===== config.mk =====
export PLATFORM = sky130hd
export DESIGN_NAME = wake_sense_conv
export DESIGN_NICKNAME = d
export VERILOG_FILES = /design/src/rtl/wsc_pkg.sv /design/src/rtl/wsc_sync.sv /design/src/rtl/wsc_regs.sv /design/src/rtl/wsc_lane.sv /design/src/rtl/wake_sense_conv.sv
export SDC_FILE = /design/constraint.sdc
export NUM_CORES = 2
export LEC_CHECK = 0
export BUFFER_PORTS_ARGS = -buffer_cell sky130_fd_sc_hd__buf_2
export CAP_MARGIN = 20
export CORE_MARGIN = 8
export CORE_UTILIZATION = 56
export DETAILED_ROUTE_END_ITERATION = 7
export PLACE_DENSITY_LB_ADDON = 0.1
export REMOVE_ABC_BUFFERS = 1
export SYNTH_ARGS = -nofsm -noshare
export SYNTH_HDL_FRONTEND = slang
export SYNTH_HIERARCHICAL = 1
export SYNTH_SLANG_ARGS = --single-unit

===== constraint.sdc =====
create_clock -name clk_i -period 3.1 [get_ports clk_i]
set_input_delay 0.465 -clock clk_i [delete_from_list [all_inputs] [get_ports clk_i]]
set_output_delay 0.465 -clock clk_i [all_outputs]
set_load 0.03 [all_outputs]

===== src/rtl/wsc_pkg.sv =====
package wsc_pkg;

   localparam int REG_W  = 32;
   localparam int CODE_W = 3;

   typedef enum logic [CODE_W-1:0] {
      TRG_LVL_LOW   = 3'b000,
      TRG_EDGE_FALL = 3'b010,
      TRG_LVL_HIGH  = 3'b100,
      TRG_EDGE_RISE = 3'b110,
      TRG_EDGE_BOTH = 3'b111
   } trig_e;

   typedef struct packed {
      logic valid;
      logic invert;
      logic edge_mode;
      logic both;
   } trig_dec_t;

   function automatic trig_dec_t decode_trig(input logic [CODE_W-1:0] code);
      trig_dec_t d;
      d = '0;
      case (code)
         TRG_LVL_LOW:   begin d.valid = 1'b1; d.invert = 1'b1; end
         TRG_EDGE_FALL: begin d.valid = 1'b1; d.invert = 1'b1; d.edge_mode = 1'b1; end
         TRG_LVL_HIGH:  begin d.valid = 1'b1; end
         TRG_EDGE_RISE: begin d.valid = 1'b1; d.edge_mode = 1'b1; end
         TRG_EDGE_BOTH: begin d.valid = 1'b1; d.edge_mode = 1'b1; d.both = 1'b1; end
         default:       d = '0;
      endcase
      return d;
   endfunction

endpackage


===== src/rtl/wsc_sync.sv =====
module wsc_sync #(
   parameter int WIDTH  = 8,
   parameter int STAGES = 2
) (
   input  logic             clk_i,
   input  logic             rst_ni,
   input  logic [WIDTH-1:0] d_i,
   output logic [WIDTH-1:0] q_o
);

   generate
      if (STAGES < 2) begin : g_bad_depth
         $error("wsc_sync: STAGES must be at least 2");
      end

      if (STAGES == 2) begin : g_two
         logic [WIDTH-1:0] meta_q;
         logic [WIDTH-1:0] safe_q;
         always_ff @(posedge clk_i or negedge rst_ni) begin
            if (!rst_ni) begin
               meta_q <= '0;
               safe_q <= '0;
            end else begin
               meta_q <= d_i;
               safe_q <= meta_q;
            end
         end
         assign q_o = safe_q;
      end else begin : g_chain
         logic [WIDTH-1:0] chain_q [STAGES];
         always_ff @(posedge clk_i or negedge rst_ni) begin
            if (!rst_ni) begin
               for (int s = 0; s < STAGES; s++) chain_q[s] <= '0;
            end else begin
               chain_q[0] <= d_i;
               for (int s = 1; s < STAGES; s++) chain_q[s] <= chain_q[s-1];
            end
         end
         assign q_o = chain_q[STAGES-1];
      end
   endgenerate

endmodule


===== src/rtl/wsc_regs.sv =====
module wsc_regs
   import wsc_pkg::*;
#(
   parameter int NUM_LINES = 168,
   parameter int ADDR_W    = 12,
   parameter int ENB_BASE  = 'h10,
   parameter int CFG_BASE  = 'h110
) (
   input  logic                        clk_i,
   input  logic                        rst_ni,
   input  logic                        we_i,
   input  logic [ADDR_W-1:0]           addr_i,
   input  logic [REG_W-1:0]            wdata_i,
   output logic [REG_W-1:0]            rdata_o,
   output logic [NUM_LINES-1:0]        en_o,
   output logic [NUM_LINES*CODE_W-1:0] cfg_o,
   output logic [NUM_LINES-1:0]        chg_o
);

   localparam int NUM_WORDS = (NUM_LINES + REG_W - 1) / REG_W;
   localparam int WA        = ADDR_W - 2;
   localparam int ENB_W0    = ENB_BASE / 4;
   localparam int CFG_W0    = CFG_BASE / 4;

   logic [WA-1:0]       widx;
   logic [1:0]          unused_byte_sel;
   logic [NUM_LINES-1:0] en_q;
   logic [CODE_W-1:0]   cfg_q [NUM_LINES];
   logic [NUM_LINES-1:0] chg_q;

   assign widx            = addr_i[ADDR_W-1:2];
   assign unused_byte_sel = addr_i[1:0];

   generate
      for (genvar l = 0; l < NUM_LINES; l++) begin : g_line
         localparam int WI = l / REG_W;
         localparam int BI = l % REG_W;
         logic en_hit;
         logic cfg_hit;

         assign en_hit  = we_i && (int'(widx) == ENB_W0 + WI);
         assign cfg_hit = we_i && (int'(widx) == CFG_W0 + l);

         always_ff @(posedge clk_i or negedge rst_ni) begin
            if (!rst_ni) begin
               en_q[l]  <= 1'b0;
               cfg_q[l] <= '0;
               chg_q[l] <= 1'b0;
            end else begin
               if (en_hit)  en_q[l]  <= wdata_i[BI];
               if (cfg_hit) cfg_q[l] <= wdata_i[CODE_W-1:0];
               chg_q[l] <= cfg_hit && (wdata_i[CODE_W-1:0] != cfg_q[l]);
            end
         end

         assign cfg_o[l*CODE_W +: CODE_W] = cfg_q[l];

         AST_BLANK_ON_CHANGE: assert property (@(posedge clk_i) disable iff (!rst_ni)
            chg_q[l] == (cfg_q[l] != $past(cfg_q[l])));
         AST_IDLE_HOLDS: assert property (@(posedge clk_i) disable iff (!rst_ni)
            !we_i |=> ($stable(cfg_q[l]) && $stable(en_q[l])));
      end
   endgenerate

   assign en_o  = en_q;
   assign chg_o = chg_q;

   always_comb begin
      rdata_o = '0;
      for (int w = 0; w < NUM_WORDS; w++) begin
         if (int'(widx) == ENB_W0 + w) begin
            for (int b = 0; b < REG_W; b++) begin
               if (w * REG_W + b < NUM_LINES) rdata_o[b] = en_q[w * REG_W + b];
            end
         end
      end
      for (int l = 0; l < NUM_LINES; l++) begin
         if (int'(widx) == CFG_W0 + l) rdata_o = {{(REG_W-CODE_W){1'b0}}, cfg_q[l]};
      end
   end

endmodule


===== src/rtl/wsc_lane.sv =====
module wsc_lane
   import wsc_pkg::*;
(
   input  logic              clk_i,
   input  logic              rst_ni,
   input  logic              sync_i,
   input  logic              en_i,
   input  logic [CODE_W-1:0] cfg_i,
   input  logic              blank_i,
   output logic              req_o
);

   trig_dec_t dec;
   logic      norm;
   logic      norm_prev_q;
   logic      edge_hit;
   logic      req_d;
   logic      req_q;

   assign dec      = decode_trig(cfg_i);
   assign norm     = sync_i ^ dec.invert;
   assign edge_hit = dec.both ? (norm ^ norm_prev_q) : (norm & ~norm_prev_q);
   assign req_d    = en_i & dec.valid &
                     (dec.edge_mode ? (edge_hit & ~blank_i) : norm);

   always_ff @(posedge clk_i or negedge rst_ni) begin
      if (!rst_ni) begin
         norm_prev_q <= 1'b0;
         req_q       <= 1'b0;
      end else begin
         norm_prev_q <= norm;
         req_q       <= req_d;
      end
   end

   assign req_o = req_q;

   AST_DISABLED_LOW: assert property (@(posedge clk_i) disable iff (!rst_ni)
      !en_i |=> !req_o);
   AST_UNDEF_CODE_LOW: assert property (@(posedge clk_i) disable iff (!rst_ni)
      (cfg_i inside {3'b001, 3'b011, 3'b101}) |=> !req_o);
   AST_LEVEL_HIGH_FOLLOWS: assert property (@(posedge clk_i) disable iff (!rst_ni)
      (en_i && cfg_i == TRG_LVL_HIGH) |=> (req_o == $past(sync_i)));
   AST_LEVEL_LOW_INVERTS: assert property (@(posedge clk_i) disable iff (!rst_ni)
      (en_i && cfg_i == TRG_LVL_LOW) |=> (req_o == !$past(sync_i)));
   AST_SINGLE_PULSE: assert property (@(posedge clk_i) disable iff (!rst_ni)
      ((cfg_i == TRG_EDGE_RISE || cfg_i == TRG_EDGE_FALL) && req_o) |=> !req_o);
   AST_NO_PHANTOM: assert property (@(posedge clk_i) disable iff (!rst_ni)
      (blank_i && cfg_i[1]) |=> !req_o);

endmodule


===== src/rtl/wake_sense_conv.sv =====
module wake_sense_conv
   import wsc_pkg::*;
#(
   parameter int NUM_LINES   = 168,
   parameter int ADDR_W      = 12,
   parameter int SYNC_STAGES = 2,
   parameter int ENB_BASE    = 'h10,
   parameter int CFG_BASE    = 'h110
) (
   input  logic                 clk_i,
   input  logic                 rst_ni,
   input  logic                 reg_we_i,
   input  logic [ADDR_W-1:0]    reg_addr_i,
   input  logic [31:0]          reg_wdata_i,
   output logic [31:0]          reg_rdata_o,
   input  logic [NUM_LINES-1:0] line_i,
   output logic [NUM_LINES-1:0] req_o
);

   localparam int NUM_WORDS = (NUM_LINES + REG_W - 1) / REG_W;
   localparam int ENB_END   = ENB_BASE + 4 * NUM_WORDS;
   localparam int CFG_END   = CFG_BASE + 4 * NUM_LINES;

   generate
      if (NUM_LINES < 1 || NUM_LINES > 1024) begin : g_chk_lines
         $error("wake_sense_conv: NUM_LINES out of range");
      end
      if ((ENB_BASE % 4) != 0 || (CFG_BASE % 4) != 0) begin : g_chk_align
         $error("wake_sense_conv: register bases must be word aligned");
      end
      if (ENB_END > CFG_BASE) begin : g_chk_overlap
         $error("wake_sense_conv: enable bank overlaps trigger words");
      end
      if (CFG_END > (1 << ADDR_W)) begin : g_chk_addr
         $error("wake_sense_conv: ADDR_W too small for the register map");
      end
      if (SYNC_STAGES < 2) begin : g_chk_sync
         $error("wake_sense_conv: SYNC_STAGES must be at least 2");
      end
   endgenerate

   logic [NUM_LINES-1:0]        line_s;
   logic [NUM_LINES-1:0]        en;
   logic [NUM_LINES*CODE_W-1:0] cfg;
   logic [NUM_LINES-1:0]        chg;

   wsc_sync #(
      .WIDTH  (NUM_LINES),
      .STAGES (SYNC_STAGES)
   ) u_sync (
      .clk_i  (clk_i),
      .rst_ni (rst_ni),
      .d_i    (line_i),
      .q_o    (line_s)
   );

   wsc_regs #(
      .NUM_LINES (NUM_LINES),
      .ADDR_W    (ADDR_W),
      .ENB_BASE  (ENB_BASE),
      .CFG_BASE  (CFG_BASE)
   ) u_regs (
      .clk_i   (clk_i),
      .rst_ni  (rst_ni),
      .we_i    (reg_we_i),
      .addr_i  (reg_addr_i),
      .wdata_i (reg_wdata_i),
      .rdata_o (reg_rdata_o),
      .en_o    (en),
      .cfg_o   (cfg),
      .chg_o   (chg)
   );

   generate
      for (genvar l = 0; l < NUM_LINES; l++) begin : g_lane
         wsc_lane u_lane (
            .clk_i   (clk_i),
            .rst_ni  (rst_ni),
            .sync_i  (line_s[l]),
            .en_i    (en[l]),
            .cfg_i   (cfg[l*CODE_W +: CODE_W]),
            .blank_i (chg[l]),
            .req_o   (req_o[l])
         );
      end
   endgenerate

endmodule


=== Yosys cells after proc, flatten, opt, wreduce, memory -nomap -nowiden ===
Cells that the tools add are included.

* Flip-flop bits (word level): 1512
* Bits in latches: 0
* ROM bits: 0
* Bits of input ports: 215
* Memories: 0
* RAM bits: 0
* Output and inout bits: 200
* Word-level logic and storage cells: 5396

* Reductions and logical operators: 1014
* Div/mod/pow operators: 0
* Magnitude comparators: 0
* Shifts and indexed selects: 0
* Bitwise operators: 1344
* Multiply operators: 0
* Equal/unequal tests: 1014
* Muxes and demuxes: 1182
* $add $sub $neg: 0

{| class="wikitable"
|+ Operators with widths
! kind !! count
|-
| $mux W32 || 173
|-
| $eq A3 B3 Y1 const B || 504
|-
| $eq A10 B9 Y1 const B || 108
|-
| $mux W1 || 1008
|-
| $reduce_or A5 Y1 || 168
|-
| $and A1 B1 Y1 || 672
|-
| $eq A10 B8 Y1 const B || 60
|-
| $eq A3 B2 Y1 const B || 168
|-
| $logic_not A3 Y1 || 168
|-
| $ne A3 B3 Y1 || 168
|-
| $reduce_or A3 Y1 || 168
|-
| $logic_and A1 B1 Y1 || 342
|-
| $not A1 Y1 || 336
|-
| $reduce_or A2 Y1 || 168
|-
| $xor A1 B1 Y1 || 336
|-
| $eq A10 B4 Y1 const B || 4
|-
| $eq A10 B5 Y1 const B || 2
|-
| $mux W8 || 1
|}

=== Depth between registers and ports, before layout ===
* Depth in word-level cells: 175
* Depth in mapped cells: 14
* Mapped depth without buffers: 9

=== By module ===
Netlist, hierarchy kept.

{| class="wikitable"
|+ By module, submodules not included
! module !! times used !! area each (sq um) !! sequential area each (sq um) !! cells each
|-
| wsc_regs || 1 || 42876.1 || 21020.2 || 3755
|-
| wsc_lane || 168 || 122.6 || 50.0 || 13
|-
| wsc_sync || 1 || 8408.1 || 8408.1 || 336
|}

=== Least setup slack after synthesis ===
OpenSTA, ideal clock, no wires.

* Path kind: input port to output port
* From: in reg_addr_i[4]
* To: out reg_rdata_o[1]
* Stages on the path: 11
* Setup slack: -0.775 ns
* Data arrival time: 3.410 ns
* Data required time: 2.635 ns
* Path buffers: 2
* Cells stage by stage: buf_6 -> or4_4 -> buf_6 -> nor2_8 -> a21oi_2 -> or3_1 -> a31oi_1 -> o21ai_1 -> a221o_1 -> a211o_1 -> a211oi_1

* Word-level cells in the longest chain between the ends: 175
* Elaborated cells between the ends (all ways): 348

{| class="wikitable"
|+ Ends and longest elaborated chain
! item !! line !! source
|-
| from (decl) || wake_sense_conv.sv:13 || <nowiki>input logic [ADDR_W-1:0] reg_addr_i,</nowiki>
|-
| $eq A10 B4 Y1 || wsc_regs.sv:71 || <nowiki>if (int'(widx) == ENB_W0 + w) begin</nowiki>
|-
| $mux W32 (5 in series) || wsc_regs.sv:71 ||
|-
| $mux W8 || wsc_regs.sv:71 ||
|-
| $mux W32 (167 in series) || wsc_regs.sv:78 || <nowiki>if (int'(widx) == CFG_W0 + l) rdata_o = {{(REG_W-CODE_W){1'b0}}, cfg_q[l]};</nowiki>
|-
| $mux W32 * || wsc_regs.sv:78 ||
|-
| to (decl) || wake_sense_conv.sv:15 || <nowiki>output logic [31:0] reg_rdata_o,</nowiki>
|}

Every way passes the cells marked *; elsewhere a longest branch is shown, timed or not.

=== Worst setup path after layout ===
* From: reg u_regs.cfg_q, in the netlist u_regs/cfg_o[51]
* To: out reg_rdata_o[0]

* Word-level cells in the longest chain between the ends: 151

{| class="wikitable"
|+ Ends and longest elaborated chain
! item !! line !! source
|-
| from (decl) || wsc_regs.sv:28 || <nowiki>logic [CODE_W-1:0] cfg_q [NUM_LINES];</nowiki>
|-
| from (signal, indexed assignment) || wsc_regs.sv:51 || <nowiki>if (cfg_hit) cfg_q[l] <= wdata_i[CODE_W-1:0];</nowiki>
|-
| $mux W32 (151 in series) || wsc_regs.sv:78 ||
|}

Every way passes these cells.

==> impl_metrics.yaml <==
worst_setup_path:
  rr_endpoint: "g_lane[53].u_lane/req_o"
  crit_fanout: 2
  reg2regPathDepth: 6
  arrival_ns: 3.66
  path_class: "flop to output pin"
  cp-end-kind: "output pin"
  crit-reg2reg-launch: "u_regs/cfg_o[161]"
  cp.required_ns: 2.63
  start_kind: "flop"
  r2r_slack_ns: 1.20
sta:
  relSlewSlack_pct: 40.6
  rsz0062_at_grt: "true"
  period_needed_ns: 4.13
  finalHoldViolations: 0
  fin_skew_ns: 0.0316
  worstMarginPinSlew_ns: 0.891
  setup_violations: 3
  period_share_pct: 133
  max_freq_ghz: 0.242
  final.setup.worst_slack_ns: -1.03
  slew_viol_final: 0
route:
  vias: 58400
  wl_per_cell_um: 29.5
  initialDrtViolationCount: 5644
  ant_nets: 0
  drc: 0
  totalWireLength_mm: 283
  drt_pass1_iterations: 7
  routed_via_density: 6.09
die:
  die_w_um: 374
  num_io_pins: 415
  rows: 131
  coreArea_um2: 128000
  die_h_um: 374
  initial_core_util_pct: 56.4
  die_area_um2: 140000
pwr:
  comb_power_share_pct: 8.8
  p_per_area_nw_per_um2: 476
  p_clk_share_pct: 44.4
  p_total_mw: 44.1
  leakagePower_nw: 46.2
  seq_power_share_pct: 46.8
  internal-power_mw: 33.4
  ir_drop_uv: 565
  sw_frac_of_total_pct: 24.4
  p_sw_mw: 10.8
global_route:
  grt_pass1_vias: 60900
  grt_pass1_wl_mm: 411
  grt_use_met1_pct: 50.9
  busiest_layer: "met2"
  grtUsageMet2_pct: 63.2
  grt_max_degree: 124
  grt_overflow: 0
  use_met3_pct: 7.92
  grt_usage_pct: 39.3
  antenna_found_initial: 11
placement:
  dp.cells: 9061
  io_buffer_count: 412
  place_area_um2: 83700
  gp_congestion: 1.04
  hpwlAfterDp_mm: 207
  place_ws_ns: -1.85
synthesis:
  yosys_warnings: 6
  syn-cell-area_um2: 71900
  synth-async-reset-ratio_pct: 100
  synth.distinct_cells: 87
  syn_area_per_cell_um2: 11.5
  yosysSeqAreaShare_pct: 52.6
  synth_edf_count: 0
  synth_top_area_cell: "dfrtp_1"
  synth_seq_cells: 1512
  synthTopCellsByArea: "dfrtp_1, mux2_2, xnor2_1"
  netlist.area_leader.share_pct: 52.6
  synth-main-ff-cell: "dfrtp_1"
  syn_inst: 6275
worst_hold_path:
  hp-class: "primary input to flop"
  worstHoldStart: "reg_wdata_i[4]"
  worstHoldEndpoint: "u_regs/en_o[36]"
  hold_depth: 2
clocking:
  clk_latency_ns: 0.79
  cts_buffers: 154
  htree_levels: 4
  cts_tree: "yes"
  clock-sinks: 1512
  cts_root_buffer: "clkbuf_16"
  cts_buffer_depth: 3
  clk_pin_slew_ns: 0.06
cells_and_area:
  final_area_um2: 92800
  final_layout_size_suffix_gt1_share_pct: 32.7
  area_growth_pct: 29.1
  final_net_count: 8179
  stdcell_count: 9585
status:
  outcome: "complete, but fails checks"
  violations: "negative setup slack"
run:
  maxCapViolCount: 0
[Yosys cell counts, types with 5 or more instances]
cell / instances
or3_1: 8
a221o_1: 11
nor2_2: 6
a211oi_1: 22
nor2b_1: 20
buf_2: 44
o21ai_0: 297
a211o_1: 8
o221ai_1: 20
ha_1: 168
o22ai_1: 49
and3_1: 10
a31oi_1: 187
mux2_2: 690
dfrtp_1: 1512
a22oi_1: 84
o211a_1: 172
o2bb2ai_1: 5
nand3_1: 64
nor4_1: 9
a221oi_1: 23
mux4_2: 6
a21oi_1: 108
nand2_1: 295
o31ai_1: 13
and2_1: 11
xor2_1: 340
mux2i_1: 35
o2111ai_1: 8
inv_1: 343
nand2b_1: 9
xnor2_1: 501
o32ai_1: 7
nor2_1: 413
nor3b_1: 171
a21o_1: 6
a32oi_1: 9
o211ai_1: 22
nor3_1: 194
buf_1: 38
nand4_1: 12
clkbuf_1: 219
o21a_1: 7
a2111oi_0: 9
[cell type report]
class                      count  area (µm²)
multi-input combinational   4115       32500
clock buffer                 211        4360
inverter                     345        1290
tap                         1662        2080
antenna                        6        15.0
fill                        8681       34700
sequential                  1512       37800
clock inverter                66         951
timing repair buffer        1668       13700
[stage by stage]
| stage | hold slack [ns] | util, % | TNS (ns) |
|---|---|---|---|
| detailed placement | 0.335 | 65.6 | -29.42 |
| CTS | 0.0116 | 72.4 | -2.67 |
| global route | 0.0298 | 72.7 | -3.05 |
| floorplan | 0.169 | - | -390.28 |
| global placement | 0.333 | 65.6 | -19.97 |
| finish | 0.0533 | 72.8 | -2.84 |
[per-layer routing]
metal  vias up  part of all wire, %
li1      25100                    -
met1     29800                   39
met2      2735                   46
met3       797                  7.9
met4        10                  6.2
met5         -                0.024
[how the worst max path moves through the flow]
stage,from,end,depth (start not counted)
finish,u_regs/cfg_o[51],reg_rdata_o[0],11
global placement,reg_addr_i[4],reg_rdata_o[0],15
floorplan,reg_addr_i[10],u_regs/en_o[0],5
detailed placement,reg_addr_i[4],reg_rdata_o[0],15
global route,u_regs/cfg_o[14],reg_rdata_o[2],11
CTS,u_regs/cfg_o[51],reg_rdata_o[0],11
[critical path, stage by stage (launching register included)]
cell	delay (ns)
dfrtp_1	0.46
nor2b_4	0.23
o221ai_4	0.13
a211oi_2	0.33
o22ai_4	0.16
a211oi_2	0.20
buf_4	0.18
o2111ai_4	0.11
a211o_1	0.32
a221oi_4	0.43
buf_4	0.20
buf_6	0.12
[flip-flops by register name, indices dropped and copies added, names as in the netlist]
name,flops
u_regs/en_o,168
u_regs/cfg_o,504
u_sync/g_two.meta_q,168
u_regs/chg_o,168
u_sync/q_o,168
g_lane.u_lane/req_o,168
g_lane.u_lane/norm_prev_q,168
[timing repair]
item                                    in CTS  in global routing
hold buffers                               196                  0
cloned                                       4                  4
hold endpoints to repair                   336                  0
endpoints found under the setup margin      32                 32
buffers inserted                            33                  9
pin swaps                                   53                 37
resized for setup                          246                 68
[power by group through the flow]
stage	clock, mW	combinational, mW	sequential, mW
final	19.6	3.88	20.7
after detailed placement	0	3.51	21.0
after global placement	0	3.37	21.0
after CTS	19.7	3.81	20.6
after floorplan	0	1.35	20.9
after global routing	20.6	4.20	20.7
[kinds of logic (layout without fill, tap and decap cells)]
logic type,after synthesis,after routing,share of synthesized area [%]
AOI/OAI and AO/OA,1119,1119,10.8
other,0,6,0
DFF,1512,1512,52.6
buffers and inverters,648,2290,3.48
xor gates and xnor gates,841,841,10.2
muxes,731,731,11.5
and+or+nand+nor,1256,1256,8.47
adders and majority gates,168,168,2.92
[layout by cell type, fill, tap and decap left out, types with 56 or more instances in the layout]
| master | instances |
|---|---|
| dfrtp_1 | 1506 |
| a22oi_1 | 64 |
| o21ai_0 | 282 |
| inv_1 | 343 |
| mux2_2 | 688 |
| o211a_1 | 170 |
| xnor2_1 | 501 |
| buf_12 | 94 |
| a31oi_1 | 183 |
| ha_1 | 168 |
| nor3b_1 | 170 |
| buf_4 | 934 |
| nor2_1 | 397 |
| nand3_1 | 56 |
| a21oi_1 | 95 |
| nand2_1 | 279 |
| clkbuf_16 | 162 |
| xor2_1 | 340 |
| dlygate4sd3_1 | 196 |
| buf_6 | 58 |
| nor3_1 | 192 |
| buf_2 | 369 |
Power figures use the tool's default switching activity.
